**config.mk**
```make
export PLATFORM = sky130hd
export DESIGN_NAME = tx_credit_sched
export DESIGN_NICKNAME = d
export VERILOG_FILES = /design/src/rtl/txs_pkg.sv /design/src/rtl/txs_port_credit.sv /design/src/rtl/txs_elig.sv /design/src/rtl/txs_rr_pick.sv /design/src/rtl/tx_credit_sched.sv
export SDC_FILE = /design/constraint.sdc
export NUM_CORES = 1
export LEC_CHECK = 0
export ABC_CLOCK_PERIOD_IN_PS = 5300
export CAP_MARGIN = 20
export CORE_MARGIN = 8
export CORE_UTILIZATION = 40
export CTS_BUF_LIST = sky130_fd_sc_hd__clkbuf_8
export CTS_CLUSTER_DIAMETER = 80
export DETAILED_ROUTE_END_ITERATION = 12
export PLACE_DENSITY = 0.68
export REMOVE_ABC_BUFFERS = 1
export SYNTH_ARGS = -nofsm -noshare
export SYNTH_HDL_FRONTEND = slang
export SYNTH_HIERARCHICAL = 1
export SYNTH_SLANG_ARGS = --single-unit
export TNS_END_PERCENT = 1
```
**constraint.sdc**
```tcl
create_clock -name clk -period 5.3 [get_ports clk]
set_clock_uncertainty 0.1 [all_clocks]
set_input_delay 0.795 -clock clk [delete_from_list [all_inputs] [get_ports clk]]
set_output_delay 0.795 -clock clk [all_outputs]
set_load 0.01 [all_outputs]
```
**src/rtl/txs_pkg.sv**
```systemverilog
`timescale 1ns/1ps
package txs_pkg;
  typedef enum logic [1:0] {
    FC_STARVING  = 2'b00,
    FC_HUNGRY    = 2'b01,
    FC_SATISFIED = 2'b10,
    FC_RESERVED  = 2'b11
  } fc_code_e;
endpackage

```
**src/rtl/txs_port_credit.sv**
```systemverilog
`timescale 1ns/1ps
// Per-port pending-credit register and live-credit counter.
module txs_port_credit #(
  parameter int CRED_W = 8,
  parameter int MAXB1  = 8,
  parameter int MAXB2  = 4
) (
  input  logic              clk,
  input  logic              rst_n,
  input  logic              upd_en,
  input  logic [1:0]        upd_code,
  input  logic              take,
  output logic [CRED_W-1:0] pend_q,
  output logic [CRED_W-1:0] live_q,
  output logic              live_nz
);
  import txs_pkg::*;

  logic [CRED_W-1:0] pend_d, live_d;
  logic              refill, ce;

  assign live_nz = (live_q != '0);
  assign refill  = !live_nz && (pend_q != '0);

  always_comb begin
    pend_d = pend_q;
    live_d = live_q;
    if (take && live_nz) begin
      live_d = live_q - CRED_W'(1);
    end else if (refill) begin
      live_d = pend_q;
      pend_d = '0;
    end
    if (upd_en) begin
      case (fc_code_e'(upd_code))
        FC_STARVING: pend_d = CRED_W'(MAXB1);
        FC_HUNGRY:   pend_d = CRED_W'(MAXB2);
        default:     ;
      endcase
    end
  end

  assign ce = upd_en | (take & live_nz) | refill;

  always_ff @(posedge clk or negedge rst_n) begin
    if (!rst_n) begin
      pend_q <= '0;
      live_q <= '0;
    end else if (ce) begin
      pend_q <= pend_d;
      live_q <= live_d;
    end
  end
endmodule

```
**src/rtl/txs_elig.sv**
```systemverilog
`timescale 1ns/1ps
// Data sufficiency, request vector and per-port burst length.
module txs_elig #(
  parameter int NPORTS = 4,
  parameter int LVL_W  = 8,
  parameter int BURST  = 16
) (
  input  logic [NPORTS*LVL_W-1:0] fifo_level,
  input  logic [NPORTS-1:0]       fifo_eop,
  input  logic [NPORTS-1:0]       live_nz,
  input  logic                    ignore_bp,
  output logic [NPORTS-1:0]       data_ok,
  output logic [NPORTS-1:0]       req,
  output logic [NPORTS*LVL_W-1:0] len_flat
);
  localparam logic [LVL_W-1:0] BURST_L = LVL_W'(BURST);

  for (genvar p = 0; p < NPORTS; p++) begin : g_port
    logic [LVL_W-1:0] lvl;
    logic             full_unit;
    assign lvl        = fifo_level[p*LVL_W +: LVL_W];
    assign full_unit  = (lvl >= BURST_L);
    assign data_ok[p] = full_unit | fifo_eop[p];
    assign req[p]     = data_ok[p] & (ignore_bp | live_nz[p]);
    assign len_flat[p*LVL_W +: LVL_W] = full_unit ? BURST_L : lvl;
  end
endmodule

```
**src/rtl/txs_rr_pick.sv**
```systemverilog
`timescale 1ns/1ps
// Rotating-priority picker: first requester at or above ptr, wrapping.
module txs_rr_pick #(
  parameter int NPORTS = 4,
  parameter int PTR_W  = 2
) (
  input  logic [NPORTS-1:0] req,
  input  logic [PTR_W-1:0]  ptr,
  output logic              hit,
  output logic [PTR_W-1:0]  win
);
  always_comb begin
    hit = 1'b0;
    win = '0;
    for (int i = 0; i < NPORTS; i++) begin
      int cand;
      cand = int'(ptr) + i;
      if (cand >= NPORTS) cand = cand - NPORTS;
      if (!hit && req[cand]) begin
        hit = 1'b1;
        win = PTR_W'(cand);
      end
    end
  end
endmodule

```
**src/rtl/tx_credit_sched.sv**
```systemverilog
`timescale 1ns/1ps
module tx_credit_sched #(
  parameter int NPORTS           = 4,
  parameter int LVL_W            = 8,
  parameter int BURST_BYTES      = 16,
  parameter int CRED_W           = 8,
  parameter int MAX_BURST_STARVE = 8,
  parameter int MAX_BURST_HUNGRY = 4,
  parameter int PTR_W            = (NPORTS > 1) ? $clog2(NPORTS) : 1
) (
  input  logic                    clk,
  input  logic                    rst_n,
  input  logic                    ignore_bp,
  input  logic                    st_valid,
  input  logic [PTR_W-1:0]        st_port,
  input  logic [1:0]              st_code,
  input  logic [NPORTS*LVL_W-1:0] fifo_level,
  input  logic [NPORTS-1:0]       fifo_eop,
  output logic                    rd_en,
  output logic [PTR_W-1:0]        rd_port,
  output logic [LVL_W-1:0]        rd_len
);
  localparam logic [PTR_W-1:0] LAST_PORT = PTR_W'(NPORTS - 1);

  logic [NPORTS*CRED_W-1:0] pend_flat, live_flat;
  logic [NPORTS-1:0]        live_nz, data_ok, req;
  logic [NPORTS*LVL_W-1:0]  len_flat;
  logic                     hit;
  logic [PTR_W-1:0]         win, ptr_q, ptr_d;
  logic                     rd_en_d;
  logic [PTR_W-1:0]         rd_port_d;
  logic [LVL_W-1:0]         rd_len_d;

  for (genvar p = 0; p < NPORTS; p++) begin : g_cred
    logic take_p, upd_p;
    assign take_p = hit && (win == PTR_W'(p));
    assign upd_p  = st_valid && (st_port == PTR_W'(p));
    txs_port_credit #(
      .CRED_W(CRED_W), .MAXB1(MAX_BURST_STARVE), .MAXB2(MAX_BURST_HUNGRY)
    ) u_cred (
      .clk     (clk),
      .rst_n   (rst_n),
      .upd_en  (upd_p),
      .upd_code(st_code),
      .take    (take_p),
      .pend_q  (pend_flat[p*CRED_W +: CRED_W]),
      .live_q  (live_flat[p*CRED_W +: CRED_W]),
      .live_nz (live_nz[p])
    );
  end

  txs_elig #(.NPORTS(NPORTS), .LVL_W(LVL_W), .BURST(BURST_BYTES)) u_elig (
    .fifo_level(fifo_level),
    .fifo_eop  (fifo_eop),
    .live_nz   (live_nz),
    .ignore_bp (ignore_bp),
    .data_ok   (data_ok),
    .req       (req),
    .len_flat  (len_flat)
  );

  txs_rr_pick #(.NPORTS(NPORTS), .PTR_W(PTR_W)) u_pick (
    .req(req),
    .ptr(ptr_q),
    .hit(hit),
    .win(win)
  );

  // Next state for pointer and output stage
  always_comb begin
    ptr_d     = ptr_q;
    rd_en_d   = hit;
    rd_port_d = rd_port;
    rd_len_d  = rd_len;
    if (hit) begin
      ptr_d     = (win == LAST_PORT) ? '0 : win + PTR_W'(1);
      rd_port_d = win;
      rd_len_d  = len_flat[win*LVL_W +: LVL_W];
    end
  end

  always_ff @(posedge clk or negedge rst_n) begin
    if (!rst_n) begin
      ptr_q   <= '0;
      rd_en   <= 1'b0;
      rd_port <= '0;
      rd_len  <= '0;
    end else begin
      rd_en <= rd_en_d;
      if (hit) begin
        ptr_q   <= ptr_d;
        rd_port <= rd_port_d;
        rd_len  <= rd_len_d;
      end
    end
  end
endmodule

```
==> results by group, run 1 <==
Cells and area
  • # nets final: 533
  • Layout fillers: 1021
  • Layout cells sized above 1: 17.53%
  • Antenna diodes: 0
  • Most frequent cells in the layout: 77 x dfrtp_1, 53 x clkdlybuf4s50_1, 32 x inv_1
  • Area delta synth->final: 16.73%
  • Commonest non-fill, non-tap cell in the layout: dfrtp_1

Detailed routing
  • Drt wl/cell: 15.65 µm
  • Post-route ant nets: 0
  • Vias/cell: 5.445
  • Final WL: 9779 µm
  • DRC violations left: 0
  • Router iterations before antenna repair: 4
  • DR vias: 3403
  • DRT iter0 DRCs: 267

Timing
  • Setup violators final: 0
  • Max_slew headroom: 35.80%
  • Final Critical Period: 4.339 ns
  • Final period util: 81.87%
  • Fmax: 0.2305 GHz
  • Final hold violations: 0
  • Slew Limit Fails: 0
  • Setup TNS Final: 0 ns
  • RSZ-0062 raised after global routing: false
  • Worst-margin pin slew: 0.9631 ns

Clock tree
  • H-tree depth: 3
  • Clock transition at path regs: 0.08 ns
  • Worst-Skew Late Latency: 0.35 ns
  • Postcts setup bufs: 0
  • Cts bufs inserted: 9
  • CTS Hold Bufs: 0
  • Post_cts resized: 0
  • Sink Count: 77
  • Root Driver: clkbuf_8
  • CTS tree: done
  • Clock buffer depth: 2

Critical path
  • Critical path endpoint category: register
  • CP arrival: 4.50 ns
  • Crit-path max FO: 6
  • Crit path launch type: register
  • Critical Path RT: 5.46 ns
  • Kind of critical path: reg2reg

Global routing
  • Final global-route overflow total: 0
  • First-pass GRT wire length: 16790 µm
  • Vias in the first global route: 3487
  • Pin count of the biggest net entering global routing: 78
  • Initial antenna violation count: 0
  • Total GRT Usage: 13.90%

Logic synthesis
  • Mapped Avg Cell Area: 10.49 µm²
  • Yosys warns: 6
  • Post-Syn Area: 4502 µm²
  • Synth Instances: 429

Outcome
  • Status: finished, final reports clean

Floorplan
  • Starting Density: 41.17%
  • Die ar.: 14900 µm²
  • FP Rows: 38
  • DIE HEIGHT: 122.1 µm
  • Die Wd: 122.1 µm
  • I/O Pins: 55
  • Area of the core: 10940 µm²

Place
  • Detail Placement HPWL: 7176 µm
  • Port bufs: 54
  • GPL Wtd Cong: 0.8639

Power and ir drop
  • Pwr per Cell Area: 429.0 nW/µm²
  • Max VDD drop: 0.1762 mV
  • Pwr Total: 2.255 mW
  • Pleak: 2.258 nW

Min path
  • Worst Hold Class: reg2reg

Flow run
  • Max Cap Viol: 0
## power by group
| group | switching, mW | internal [mW] | leakage [nW] |
|---|---|---|---|
| Clock | 0.211 | 0.225 | 0.103 |
| Combinational | 0.448 | 0.424 | 1.18 |
| Sequential | 0.196 | 0.750 | 0.974 |
## final timing paths
check | start | endpoint | slack [ns] | cells after the start
max | g_cred[0].u_cred/live_q[0] | g_cred[3].u_cred/live_q[3] | 0.96 | 15
min | rd_len[6] | rd_len[6] | 0.41 | 2
max reg2reg | g_cred[0].u_cred/live_q[0] | g_cred[3].u_cred/live_q[3] | 0.96 | 15
min reg2reg | rd_len[6] | rd_len[6] | 0.41 | 2
max in group asynchronous | rst_n | g_cred[0].u_cred/live_q[3] | 3.98 | 1
min in group asynchronous | rst_n | g_cred[2].u_cred/pend_q[0] | 0.49 | 1
## stage by stage
step	cells	hold WS (ns)	util (%)	setup slack (ns)	area, µm²
final	625	0.4129	48.05	0.9608	5255
after global routing	625	0.4360	48.05	0.6491	5255
after CTS	625	0.4198	48.05	1.010	5255
after detailed placement	610	0.3954	46.32	0.9650	5065
after global placement	610	0.3783	46.32	1.111	5065
after floorplan	415	0.3840	-	0.3628	4340
## state kept, by name (all words and copies together) (netlist names)
| name | count |
|---|---|
| rd_en | 1 |
| rd_len | 8 |
| g_cred.u_cred/pend_q | 32 |
| g_cred.u_cred/live_q | 32 |
| rd_port | 2 |
| ptr_q | 2 |
## cell type report
cell class              instances  area (µm²)  share of cell area, %
multi-input cells             302        2282                  43.43
flip-flops and latches         77        1927                  36.67
repair buffers                 55       545.5                  10.38
well taps                     140       175.2                  3.333
clock buffers                  10       137.6                  2.619
inverters                      36       135.1                  2.571
clock inverters                 5       52.55                  1.000
## routing by layer
layer	global-route usage [%]	wire length, µm	up-vias	share of wire (%)
li1	-	-	1651	-
met1	17.30	4392	1622	45
met5	0	0	-	0
met4	6.702	272	0	2.8
met3	4.118	680	20	7.0
met2	21.69	4434	110	45
## critical path, stage by stage (launching register included)
cell and delay, ns:
dfrtp_1 0.42, inv_1 0.07, ha_1 0.20, nor3b_1 0.54, and2_1 0.30, inv_1 0.12, o22a_1 0.26, a21oi_1 0.15
o21ai_0 0.11, a21oi_1 0.36, ha_1 0.26, and2_1 0.25, nor4b_2 0.40, a21boi_0 0.41, nor3b_1 0.11, a211oi_2 0.20
Power figures use the tool's default switching activity.
==> run 2, diff against run 1 <==
ABC_CLOCK_PERIOD_IN_PS = 4400   (was 5300)
clock period = 4.4 ns   (was 5.3 ns; I/O delays follow)
==> results by group, run 2 (same netlist as run 1, synthesis figures left out) <==
Outcome
  • Status: finished, final reports clean

Power and ir drop
  • Pleak: 2.295 nW
  • Pwr Total: 2.816 mW
  • Pwr per Cell Area: 528.1 nW/µm²
  • Max VDD drop: 0.2517 mV

Timing
  • Final period util: 91.99%
  • Setup violators final: 0
  • Hold slack: 0.3288 ns
  • Max_slew headroom: 35.54%
  • Final Critical Period: 4.048 ns
  • Final hold violations: 0
  • Fmax: 0.2471 GHz
  • Slew Limit Fails: 0
  • Worst-margin pin slew: 0.9669 ns
  • RSZ-0062 raised after global routing: false
  • Setup TNS Final: 0 ns

Floorplan
  • Starting Density: 41.17%
  • DIE HEIGHT: 122.1 µm
  • Die Wd: 122.1 µm
  • Area of the core: 10940 µm²
  • FP Rows: 38
  • Die ar.: 14900 µm²
  • I/O Pins: 55

Cells and area
  • Layout Cells excl Fill: 631
  • Antenna diodes: 0
  • Layout cells sized above 1: 18.94%
  • Largest regs: g_cred.u_cred/live_q (32), g_cred.u_cred/pend_q (32), rd_len (8)
  • Area delta synth->final: 18.43%
  • Commonest non-fill, non-tap cell in the layout: dfrtp_1
  • # nets final: 538
  • Fin area: 5331 µm²
  • Most frequent cells in the layout: 77 x dfrtp_1, 53 x clkdlybuf4s50_1, 31 x inv_1
  • Layout fillers: 979

Detailed routing
  • Met1 wire length: 4485 µm
  • Vias/cell: 5.547
  • Drt wl/cell: 16.01 µm
  • DR vias: 3500
  • Post-route ant nets: 0
  • Final WL: 10100 µm
  • Top sig layer: met4
  • DRC violations left: 0
  • Metal2 WL: 4807 µm
  • Met3 WL post-DR: 552 µm
  • Router iterations before antenna repair: 4
  • DRT iter0 DRCs: 260

Critical path
  • Reg2reg path depth: 15
  • Kind of critical path: reg2reg
  • CP arrival: 4.22 ns
  • Worst r2r src: g_cred[2].u_cred/live_q[0]
  • Critical path endpoint category: register
  • Flop-to-flop setup slack: 0.35 ns
  • Crit-path max FO: 6
  • Crit path launch type: register
  • RR Endpoint: g_cred[3].u_cred/live_q[3]
  • Critical Path RT: 4.57 ns

Clock tree
  • CTS tree: done
  • Cts bufs inserted: 9
  • Root Driver: clkbuf_8
  • Clock buffer depth: 2
  • Postcts setup bufs: 0
  • CTS Hold Bufs: 0
  • Clock transition at path regs: 0.08 ns
  • Worst-Skew Late Latency: 0.36 ns
  • Post_cts resized: 0
  • Sink Count: 77
  • H-tree depth: 3

Global routing
  • First-pass GRT wire length: 17130 µm
  • Vias in the first global route: 3628
  • Initial antenna violation count: 0
  • Final global-route overflow total: 0
  • Total GRT Usage: 14.18%
  • Pin count of the biggest net entering global routing: 78

Place
  • Placed cells: 615
  • Placed instance area: 5102 µm²
  • Detail Placement HPWL: 7520 µm
  • Port bufs: 54
  • GPL Wtd Cong: 0.8831

Min path
  • Worst Hold Class: in2async

Flow run
  • Max Cap Viol: 0
[run 2: cell types whose count changed in the layout (fill, tap and decap cells not counted)]
cell / delta
nor3b_1: -1
clkinvlp_4: +1
buf_4: +5
inv_1: -1
nor3b_2: +1
bufinv_16: +1
[run 2: worst max path at each step]
stage	to	from	depth (start not counted)	slack (ns)
floorplan	g_cred[3].u_cred/live_q[3]	g_cred[2].u_cred/live_q[0]	14	-0.54
global placement	g_cred[1].u_cred/live_q[3]	fifo_level[23]	12	0.34
detailed placement	g_cred[2].u_cred/live_q[3]	fifo_level[7]	13	0.22
CTS	g_cred[3].u_cred/live_q[3]	g_cred[1].u_cred/live_q[0]	15	0.26
global route	g_cred[2].u_cred/live_q[5]	g_cred[0].u_cred/live_q[0]	16	0.05
finish	g_cred[3].u_cred/live_q[3]	g_cred[2].u_cred/live_q[0]	15	0.35
[run 2: metrics by stage]
step,utilization (%),setup WS [ns]
2_1_floorplan,-,-0.5372
3_3_place_gp,46.66,0.3355
3_5_place_dp,46.66,0.2218
4_1_cts,48.71,0.2638
5_1_grt,48.75,0.04659
6_report,48.75,0.3524
[run 2: where the power goes]
group          switching, mW  total (mW)  internal [mW]  leakage, nW
logic                  0.551        1.07          0.523         1.21
clock network          0.268       0.602          0.334        0.112
registers              0.237        1.14          0.903        0.974
total                   1.06        2.82           1.76         2.30
[run 2: critical path: stages, from the launching register on]
cell      delay, ns
dfrtp_1        0.43
inv_1          0.07
ha_1           0.21
nor3b_1        0.20
buf_4          0.16
and2_1         0.21
inv_1          0.11
o22a_1         0.26
a221o_1        0.35
a21oi_2        0.27
ha_1           0.22
and2_1         0.23
nor4b_2        0.39
a21boi_0       0.43
nor3b_1        0.13
a211oi_2       0.21
[run 2: per-layer routing]
metal | vias up | global-route usage, %
met2 | 95 | 23.20
met3 | 19 | 3.517
met4 | 0 | 7.845
met1 | 1717 | 16.80
met5 | - | 0
li1 | 1669 | -
[run 2: layout make-up]
cell class / count / area, µm² / share of cell area, %
clock buffer: 10 / 137.6 / 2.582
inverter: 36 / 135.1 / 2.535
clock inverter: 6 / 86.33 / 1.619
sequential: 77 / 1927 / 36.14
timing repair buffer: 60 / 583.1 / 10.94
tap: 140 / 175.2 / 3.286
multi-input combinational: 302 / 2287 / 42.90
